===== src/rtl/mat_pkg.sv =====
// Shared definitions for the match-action stage.
// Assumes: the opcode field of an instruction slot is 3 bits wide.
package mat_pkg;
    localparam int OPW = 3;

    typedef enum logic [OPW-1:0] {
        OP_NOP  = 3'd0,
        OP_COPY = 3'd1,
        OP_ADD  = 3'd2,
        OP_SUB  = 3'd3,
        OP_AND  = 3'd4,
        OP_OR   = 3'd5,
        OP_XOR  = 3'd6,
        OP_LDI  = 3'd7
    } op_e;
endpackage


===== src/rtl/mat_keybuild.sv =====
// Builds the lookup key. Slot k takes a copy of the header field named by
// selector k.
// Assumes: a selector that is out of range yields a zero slot.
module mat_keybuild #(
    parameter int NFIELD = 4,
    parameter int FW     = 16,
    parameter int NKEY   = 2,
    parameter int FSELW  = 2
) (
    input  logic [NFIELD*FW-1:0]  hv,
    input  logic [NKEY*FSELW-1:0] sel,
    output logic [NKEY*FW-1:0]    key
);
    // Multiplex one selected field into each key slot.
    always_comb begin
        key = '0;
        for (int k = 0; k < NKEY; k++) begin
            for (int f = 0; f < NFIELD; f++) begin
                if (sel[k*FSELW +: FSELW] == FSELW'(f)) begin
                    key[k*FW +: FW] = hv[f*FW +: FW];
                end
            end
        end
    end
endmodule


===== src/rtl/mat_tcam.sv =====
// Small ternary table held in registers. It compares one key per cycle
// combinationally. The lowest-index valid match wins. It returns hit, the
// index and the immediate, with the immediate forced to 0 on a miss.
// Assumes: writes happen on one port, and a read in the same cycle sees the
// old contents.
module mat_tcam #(
    parameter int NENT = 16,
    parameter int KEYW = 32,
    parameter int FW   = 16,
    parameter int IDXW = 4
) (
    input  logic            clk,
    input  logic            rst_n,
    input  logic            wr_en,
    input  logic [IDXW-1:0] wr_addr,
    input  logic            wr_valid,
    input  logic [KEYW-1:0] wr_value,
    input  logic [KEYW-1:0] wr_mask,
    input  logic [FW-1:0]   wr_imm,
    input  logic [KEYW-1:0] key,
    output logic            hit,
    output logic [IDXW-1:0] hit_idx,
    output logic [FW-1:0]   hit_imm
);
    logic [NENT-1:0] ent_vld;
    logic [KEYW-1:0] ent_val [NENT];
    logic [KEYW-1:0] ent_msk [NENT];
    logic [FW-1:0]   ent_imm [NENT];
    logic [NENT-1:0] match_vec;

    // Entry storage: cleared on reset, one entry written per cycle.
    always_ff @(posedge clk) begin
        if (!rst_n) begin
            ent_vld <= '0;
            for (int i = 0; i < NENT; i++) begin
                ent_val[i] <= '0;
                ent_msk[i] <= '0;
                ent_imm[i] <= '0;
            end
        end else if (wr_en && (int'(wr_addr) < NENT)) begin
            ent_vld[wr_addr] <= wr_valid;
            ent_val[wr_addr] <= wr_value;
            ent_msk[wr_addr] <= wr_mask;
            ent_imm[wr_addr] <= wr_imm;
        end
    end

    // Masked compare of the key against every entry at once.
    for (genvar g = 0; g < NENT; g++) begin : g_cmp
        assign match_vec[g] = ent_vld[g] && (((key ^ ent_val[g]) & ent_msk[g]) == '0);
    end

    // Priority encoder: scan down so that the lowest index is assigned last.
    always_comb begin
        hit     = 1'b0;
        hit_idx = '0;
        for (int i = NENT - 1; i >= 0; i--) begin
            if (match_vec[i]) begin
                hit     = 1'b1;
                hit_idx = IDXW'(i);
            end
        end
        hit_imm = hit ? ent_imm[hit_idx] : '0;
    end

    function automatic logic [NENT-1:0] below(input logic [IDXW-1:0] idx);
        logic [NENT-1:0] m;
        for (int i = 0; i < NENT; i++) m[i] = (i < int'(idx));
        return m;
    endfunction

    AST_HIT_IS_MATCH: assert property (@(posedge clk) disable iff (!rst_n)
        hit |-> match_vec[hit_idx]);
    AST_MISS_NO_MATCH: assert property (@(posedge clk) disable iff (!rst_n)
        !hit |-> (match_vec == '0));
    AST_LOWEST_WINS: assert property (@(posedge clk) disable iff (!rst_n)
        hit |-> ((match_vec & below(hit_idx)) == '0));
endmodule


===== src/rtl/mat_alu.sv =====
// Per-field ALU. It picks two operands from the incoming vector or the
// immediate, then applies one opcode to produce the new value of field FIDX.
// Assumes: operand selectors of NFIELD and above mean the immediate.
module mat_alu
    import mat_pkg::*;
#(
    parameter int NFIELD = 4,
    parameter int FW     = 16,
    parameter int SW     = 3,
    parameter int FIDX   = 0
) (
    input  logic [NFIELD*FW-1:0] hv,
    input  logic [FW-1:0]        imm,
    input  logic [OPW-1:0]       op,
    input  logic [SW-1:0]        sel_a,
    input  logic [SW-1:0]        sel_b,
    output logic [FW-1:0]        res
);
    logic [FW-1:0] opa, opb;

    // Operand fetch from the unmodified vector or the immediate.
    always_comb begin
        opa = imm;
        opb = imm;
        for (int f = 0; f < NFIELD; f++) begin
            if (sel_a == SW'(f)) opa = hv[f*FW +: FW];
            if (sel_b == SW'(f)) opb = hv[f*FW +: FW];
        end
    end

    // Opcode evaluation; NOP keeps the field.
    always_comb begin
        case (op_e'(op))
            OP_COPY: res = opa;
            OP_ADD:  res = opa + opb;
            OP_SUB:  res = opa - opb;
            OP_AND:  res = opa & opb;
            OP_OR:   res = opa | opb;
            OP_XOR:  res = opa ^ opb;
            OP_LDI:  res = imm;
            default: res = hv[FIDX*FW +: FW];
        endcase
    end
endmodule


===== src/rtl/mat_stage.sv =====
// One match-action stage with three registers: key build, match, execute.
// Each instruction slot drives the ALU of one field. All ALUs read the
// incoming vector and commit together. The deny bit ORs into the drop flag.
// Assumes: configuration is written while no vector is in flight, so that
// the result does not depend on the write timing.
module mat_stage
    import mat_pkg::*;
#(
    parameter int NFIELD = 4,
    parameter int FW     = 16,
    parameter int NKEY   = 2,
    parameter int NENT   = 16,
    localparam int HVW   = NFIELD * FW,
    localparam int KEYW  = NKEY * FW,
    localparam int FSELW = $clog2(NFIELD),
    localparam int SW    = $clog2(NFIELD + 1),
    localparam int SLOTW = OPW + 2 * SW,
    localparam int INSW  = NFIELD * SLOTW + 1,
    localparam int IDXW  = $clog2(NENT),
    localparam int INSAW = $clog2(NENT + 1)
) (
    input  logic                  clk,
    input  logic                  rst_n,
    input  logic                  in_valid,
    input  logic [HVW-1:0]        in_hv,
    input  logic                  in_drop,
    output logic                  out_valid,
    output logic [HVW-1:0]        out_hv,
    output logic                  out_drop,
    input  logic                  cfg_key_we,
    input  logic [NKEY*FSELW-1:0] cfg_key_sel,
    input  logic                  cfg_ent_we,
    input  logic [IDXW-1:0]       cfg_ent_addr,
    input  logic                  cfg_ent_valid,
    input  logic [KEYW-1:0]       cfg_ent_value,
    input  logic [KEYW-1:0]       cfg_ent_mask,
    input  logic [FW-1:0]         cfg_ent_imm,
    input  logic                  cfg_ins_we,
    input  logic [INSAW-1:0]      cfg_ins_addr,
    input  logic [INSW-1:0]       cfg_ins_data
);
    localparam int DENY_BIT = INSW - 1;

    logic [NKEY*FSELW-1:0] key_sel_q;
    logic [INSW-1:0]       ins_mem [NENT+1];

    logic                  s1_valid, s1_drop;
    logic [HVW-1:0]        s1_hv;
    logic [KEYW-1:0]       s1_key;
    logic [KEYW-1:0]       key_c;

    logic                  s2_valid, s2_drop, s2_hit;
    logic [HVW-1:0]        s2_hv;
    logic [IDXW-1:0]       s2_idx;
    logic [FW-1:0]         s2_imm;
    logic                  hit_c;
    logic [IDXW-1:0]       idx_c;
    logic [FW-1:0]         imm_c;

    logic [INSW-1:0]       ins_c;
    logic [HVW-1:0]        exec_c;

    // Key selector register.
    always_ff @(posedge clk) begin
        if (!rst_n)          key_sel_q <= '0;
        else if (cfg_key_we) key_sel_q <= cfg_key_sel;
    end

    // Instruction memory: NENT entry words plus the default word at NENT.
    always_ff @(posedge clk) begin
        if (!rst_n) begin
            for (int i = 0; i <= NENT; i++) ins_mem[i] <= '0;
        end else if (cfg_ins_we && (int'(cfg_ins_addr) <= NENT)) begin
            ins_mem[cfg_ins_addr] <= cfg_ins_data;
        end
    end

    mat_keybuild #(.NFIELD(NFIELD), .FW(FW), .NKEY(NKEY), .FSELW(FSELW)) u_key (
        .hv  (in_hv),
        .sel (key_sel_q),
        .key (key_c)
    );

    // Stage 1 register: vector, drop flag and built key.
    always_ff @(posedge clk) begin
        if (!rst_n) begin
            s1_valid <= 1'b0;
            s1_drop  <= 1'b0;
            s1_hv    <= '0;
            s1_key   <= '0;
        end else begin
            s1_valid <= in_valid;
            s1_drop  <= in_drop;
            s1_hv    <= in_hv;
            s1_key   <= key_c;
        end
    end

    mat_tcam #(.NENT(NENT), .KEYW(KEYW), .FW(FW), .IDXW(IDXW)) u_tcam (
        .clk      (clk),
        .rst_n    (rst_n),
        .wr_en    (cfg_ent_we),
        .wr_addr  (cfg_ent_addr),
        .wr_valid (cfg_ent_valid),
        .wr_value (cfg_ent_value),
        .wr_mask  (cfg_ent_mask),
        .wr_imm   (cfg_ent_imm),
        .key      (s1_key),
        .hit      (hit_c),
        .hit_idx  (idx_c),
        .hit_imm  (imm_c)
    );

    // Stage 2 register: match result travels with the vector.
    always_ff @(posedge clk) begin
        if (!rst_n) begin
            s2_valid <= 1'b0;
            s2_drop  <= 1'b0;
            s2_hv    <= '0;
            s2_hit   <= 1'b0;
            s2_idx   <= '0;
            s2_imm   <= '0;
        end else begin
            s2_valid <= s1_valid;
            s2_drop  <= s1_drop;
            s2_hv    <= s1_hv;
            s2_hit   <= hit_c;
            s2_idx   <= idx_c;
            s2_imm   <= imm_c;
        end
    end

    // Instruction fetch: the matched word, or the default word on a miss.
    assign ins_c = s2_hit ? ins_mem[INSAW'(s2_idx)] : ins_mem[NENT];

    for (genvar f = 0; f < NFIELD; f++) begin : g_alu
        mat_alu #(.NFIELD(NFIELD), .FW(FW), .SW(SW), .FIDX(f)) u_alu (
            .hv    (s2_hv),
            .imm   (s2_imm),
            .op    (ins_c[f*SLOTW +: OPW]),
            .sel_a (ins_c[f*SLOTW + OPW +: SW]),
            .sel_b (ins_c[f*SLOTW + OPW + SW +: SW]),
            .res   (exec_c[f*FW +: FW])
        );

        AST_NOP_KEEPS: assert property (@(posedge clk) disable iff (!rst_n)
            (s2_valid && (ins_c[f*SLOTW +: OPW] == OP_NOP))
            |=> (out_hv[f*FW +: FW] == $past(s2_hv[f*FW +: FW])));
    end

    // Stage 3 register: all field results commit together.
    always_ff @(posedge clk) begin
        if (!rst_n) begin
            out_valid <= 1'b0;
            out_hv    <= '0;
            out_drop  <= 1'b0;
        end else begin
            out_valid <= s2_valid;
            out_hv    <= exec_c;
            out_drop  <= s2_drop | ins_c[DENY_BIT];
        end
    end

    AST_ACCEPT_STAGE: assert property (@(posedge clk) disable iff (!rst_n)
        in_valid |=> s1_valid);
    AST_EXEC_STAGE: assert property (@(posedge clk) disable iff (!rst_n)
        s2_valid |=> out_valid);
    AST_NO_SPURIOUS: assert property (@(posedge clk) disable iff (!rst_n)
        !s2_valid |=> !out_valid);
    AST_DROP_STICKY: assert property (@(posedge clk) disable iff (!rst_n)
        (s2_valid && s2_drop) |=> out_drop);
endmodule


===== config.mk =====
export PLATFORM = sky130hd
export DESIGN_NAME = mat_stage
export DESIGN_NICKNAME = d
export VERILOG_FILES = /design/src/rtl/mat_pkg.sv /design/src/rtl/mat_keybuild.sv /design/src/rtl/mat_tcam.sv /design/src/rtl/mat_alu.sv /design/src/rtl/mat_stage.sv
export SDC_FILE = /design/constraint.sdc
export NUM_CORES = 2
export LEC_CHECK = 0
export BUFFER_PORTS_ARGS = -buffer_cell sky130_fd_sc_hd__clkbuf_2
export CAP_MARGIN = 20
export CORE_AREA = 10 10 621 623
export CTS_CLUSTER_SIZE = 14
export DETAILED_ROUTE_END_ITERATION = 16
export DIE_AREA = 0 0 631 633
export PLACE_DENSITY = 0.43
export SYNTH_ARGS = -nofsm -noshare
export SYNTH_HDL_FRONTEND = slang
export SYNTH_SLANG_ARGS = --single-unit

===== constraint.sdc =====
create_clock -name clk -period 10.4 [get_ports clk]
set_clock_uncertainty 0.05 [all_clocks]
set_input_delay 1.04 -clock clk [delete_from_list [all_inputs] [get_ports clk]]
set_output_delay 1.04 -clock clk [all_outputs]
set_load 0.005 [all_outputs]

==> reports/summary.txt <==
Worst Setup EP: out_hv[15]$_SDFF_PN0_
Design Power: 22.08 mW
Simple logic cell fraction of the synthesized area: 16.55%
Fin area: 127600 sq um
Total grt overflow: 0
Yosys warns: 0
Reg2Reg Capture Point: out_hv[15]$_SDFF_PN0_
Reg2Reg Depth: 20
GR Util met3: 3.229%
Setup TNS: 0 ns
# setup viols final: 0
CP arrival: 8.73 ns
Status: finished with violations
Drt wl/cell: 32.90 um
Area Growth Syn to Fin: 14.47%
Nature of the critical path endpoint: flip-flop
Root Driver: clkbuf_16
R2R Path Start: s2_hit$_SDFF_PN0_
Share of layout cells above drive strength 1: 14.73%
GPL Wtd Cong: 0.8827
Initial core utilization: 29.82%
Number of iterations in the first detailed-routing pass: 8
CTS tree: yes
Initial antenna violation count: 125
Row cnt: 225
First-pass GRT wire length: 645200 um
Synthesized area per cell: 12.27 sq um
Vias: 77316
Cell Pwr Density: 173.0 nW/um^2
Async set-reset flop share out of synthesis: 0%
VDD IR max: 0.0001512 V
Min Clock Period, post-route: 8.038 ns
Switching part of the total: 27.21%
Setup Crit Path Kind: reg2reg
DRT iter0 DRCs: 10542
Post-DP HPWL: 293100 um
Post-Syn Instances: 9088
Worst Setup SP: s2_hit$_SDFF_PN0_
Area of the mapped netlist: 111500 sq um
Clock latency on the worst-skew pair: 1.00 ns
Worst Hold Class: in2reg
I/O pin count: 268
Leakage: 46.85 nW
Internal power: 16.07 mW
Die height: 633 um
Proportion of synthesized area in mux cells: 8.473%
Final #Nets: 9621
RSZ-0062 raised after global routing: false
Drt total wl: 477400 um
Routed Antenna Nets: 1
Setup Buffers After CTS: 0
Post-synth cell types: 98
Slew headroom: 16.23%
GRT busiest layer: met2
Final worst-path cycle share: 77.29%
Min setup slack post-route: 2.362 ns
PostCTS Resize Cnt: 0
Syn Nets: 9498
Worst-path clk slew: 0.06 ns
I/O Buffers: 267
Final Hold Fails: 0
TritonCTS buffer count: 245
Via/cell ratio: 5.328
#FFs+latches synth: 2180
Slew Viols, Final: 0
Post-synthesis xor/xnor area fraction: 4.879%
Dpl cell area: 119200 sq um
CTS Buffer Depth: 4
Failing checks: antenna violations
Gate power share: 12.7%
Clk sink count: 2180
Adder-cell share of the synthesized area: 2.361%
Sw Pwr: 6.008 mW
Vias in the first global route: 75185
Final Util: 34.13%
Hold-fix buffers, CTS: 0
R2R Setup Slk: 2.36 ns
Largest family of logic cells by synthesized area: simple AND/OR/NAND/NOR gates
Die area: 399400 sq um
Placeable Area: 373900 sq um
Remaining DRCs: 0
H-tree Lvls: 4
Hold_sp: in_valid
Compound-gate portion of the synthesized area: 8.101%
Die W: 631 um
Number of synthesized flops with an enable pin: 1909
Flop pwr share: 46.7%
Maximum capacitance violations: 0
F_max: 124.4 MHz
Worst slack, placed: 2.547 ns
Critical Path RT: 11.09 ns
Met2 Usage GRT: 36.33%
Overall routing resource usage: 22.99%
Met1 usage: 32.48%
Crit path max fanout: 27
Largest net degree at the start of global routing: 223
Startpoint types: flip-flop
Worst-Margin Slew: 1.257 ns
Clock power share: 40.6%
Sequential share of the synthesized area: 56.29%
Synth Flop Type: edfxtp_1
[critical path, stage by stage, from the launching register on]
cell,delay (ns)
dfxtp_4,0.66
nand2b_1,0.64
nor2_1,0.46
or2_1,0.67
nor2_1,0.39
a222oi_1,0.64
ha_1,0.29
nand3_1,0.15
nor4_1,0.73
a21oi_1,0.22
xnor2_1,0.18
ha_1,0.23
or3_1,0.37
a2111oi_0,0.58
o31ai_1,0.24
a21o_1,0.22
a21oi_1,0.45
inv_1,0.11
or3_1,0.36
a21oi_1,0.15
nor4_1,0.06
[final cells by class]
type	count	area, sq um
Multi-Input combinational cell	6019	45850
Clock inverter	143	1445
Tap cell	4994	6248
Sequential cell	2180	62810
Timing Repair Buffer	556	3576
Antenna cell	97	242.7
Fill cell	36937	246300
Clock buffer	314	6656
Inverter	209	784.5
[layout by cell type, fill, tap and decap left out, types with 48 or more instances in the layout]
| cell | count |
|---|---|
| and2_1 | 2114 |
| edfxtp_1 | 1909 |
| xor2_1 | 539 |
| mux2i_1 | 357 |
| nand2_1 | 325 |
| a22oi_1 | 316 |
| nor2_1 | 296 |
| buf_4 | 282 |
| clkbuf_2 | 266 |
| clkbuf_16 | 250 |
| dfxtp_1 | 234 |
| a21oi_1 | 227 |
| mux4_2 | 215 |
| inv_1 | 207 |
| ha_1 | 204 |
| o21ai_0 | 190 |
| nand4_1 | 126 |
| diode_2 | 97 |
| nand3_1 | 88 |
| xnor2_1 | 82 |
| a211oi_1 | 74 |
| mux2_2 | 72 |
| o22ai_1 | 63 |
| a221oi_1 | 58 |
| clkinv_2 | 53 |
| clkbuf_1 | 48 |
[Yosys cell counts, types with 20 or more instances]
cell / count / area share, %
nand4_1: 126 / 0.71
nand3_1: 88 / 0.40
edfxtp_1: 1909 / 51
nand2b_1: 36 / 0.20
nand2_1: 325 / 1.1
o221ai_1: 44 / 0.35
o21a_1: 42 / 0.28
ha_1: 204 / 2.3
a31oi_1: 28 / 0.16
o22ai_1: 63 / 0.35
buf_6: 20 / 0.20
a222oi_1: 27 / 0.24
xnor2_1: 82 / 0.64
inv_1: 207 / 0.70
a22o_1: 37 / 0.29
and2_1: 2114 / 12
buf_4: 27 / 0.18
a22oi_1: 316 / 2.1
buf_1: 28 / 0.094
buf_2: 101 / 0.45
dfxtp_1: 271 / 4.9
mux2i_1: 365 / 3.3
mux2_2: 72 / 0.73
a221oi_1: 59 / 0.46
a21oi_1: 231 / 1.0
nor3_1: 35 / 0.16
and3_1: 25 / 0.14
clkbuf_1: 497 / 1.7
a21o_1: 32 / 0.22
mux4_2: 215 / 4.3
nor2_1: 328 / 1.1
a211oi_1: 75 / 0.51
xor2_1: 539 / 4.2
nor4_1: 34 / 0.19
o211ai_1: 27 / 0.18
nor2b_1: 37 / 0.21
o21ai_0: 224 / 1.0
[kinds of logic (layout without fill, tap and decap cells)]
| group | after synthesis | after routing |
|---|---|---|
| compound gates | 1315 | 1315 |
| simple gates | 3214 | 3214 |
| other cells | 0 | 97 |
| buf+inv | 889 | 1222 |
| mux | 661 | 661 |
| flops | 2180 | 2180 |
| xor+xnor | 621 | 621 |
| fa+ha+maj | 208 | 208 |
[power by group through the flow]
stage | clock [mW] | sequential [mW] | combinational [mW]
floorplan | 0 | 10.4 | 1.61
global placement | 0 | 10.5 | 2.78
detailed placement | 0 | 10.5 | 2.78
CTS | 9.12 | 10.3 | 2.80
global route | 9.43 | 10.3 | 2.99
finish | 8.95 | 10.3 | 2.81
[metal layers]
layer  routed length (um)  up-vias
li1                     -    33142
met1               208300    39767
met2               215400     3680
met3                36890      713
met4                16770       14
met5                   92        -
[state kept, by name, summed over array words and instances, names as in the netlist, named ones only]
register / cells
u_tcam.ent_val: 512
key_sel_q: 4
out_valid: 1
u_tcam.ent_vld: 16
out_drop: 1
s2_hv: 64
s1_hv: 64
ins_mem: 629
s2_imm: 16
s1_valid: 1
s2_drop: 1
u_tcam.ent_imm: 256
u_tcam.ent_msk: 512
s1_drop: 1
s2_valid: 1
out_hv: 64
s2_hit: 1
s1_key: 32
[how the worst min path moves through the flow]
stage	to	cells past startpoint
2_1_floorplan	out_valid$_SDFF_PN0_	1
3_3_place_gp	s2_hv[18]$_SDFF_PN0_	1
3_5_place_dp	s2_hv[32]$_SDFF_PN0_	1
4_1_cts	s1_valid$_SDFF_PN0_	2
5_1_grt	s1_valid$_SDFF_PN0_	2
6_report	s1_valid$_SDFF_PN0_	2
[per-stage QoR]
| stage | hold WS, ns | cells |
|---|---|---|
| floorplan | 0.3619 | 9088 |
| global placement | 0.3635 | 13953 |
| detailed placement | 0.3696 | 13955 |
| CTS | 0.1944 | 14412 |
| global route | 0.2393 | 14432 |
| finish | 0.2868 | 14512 |
Power figures use the tool's default switching activity.
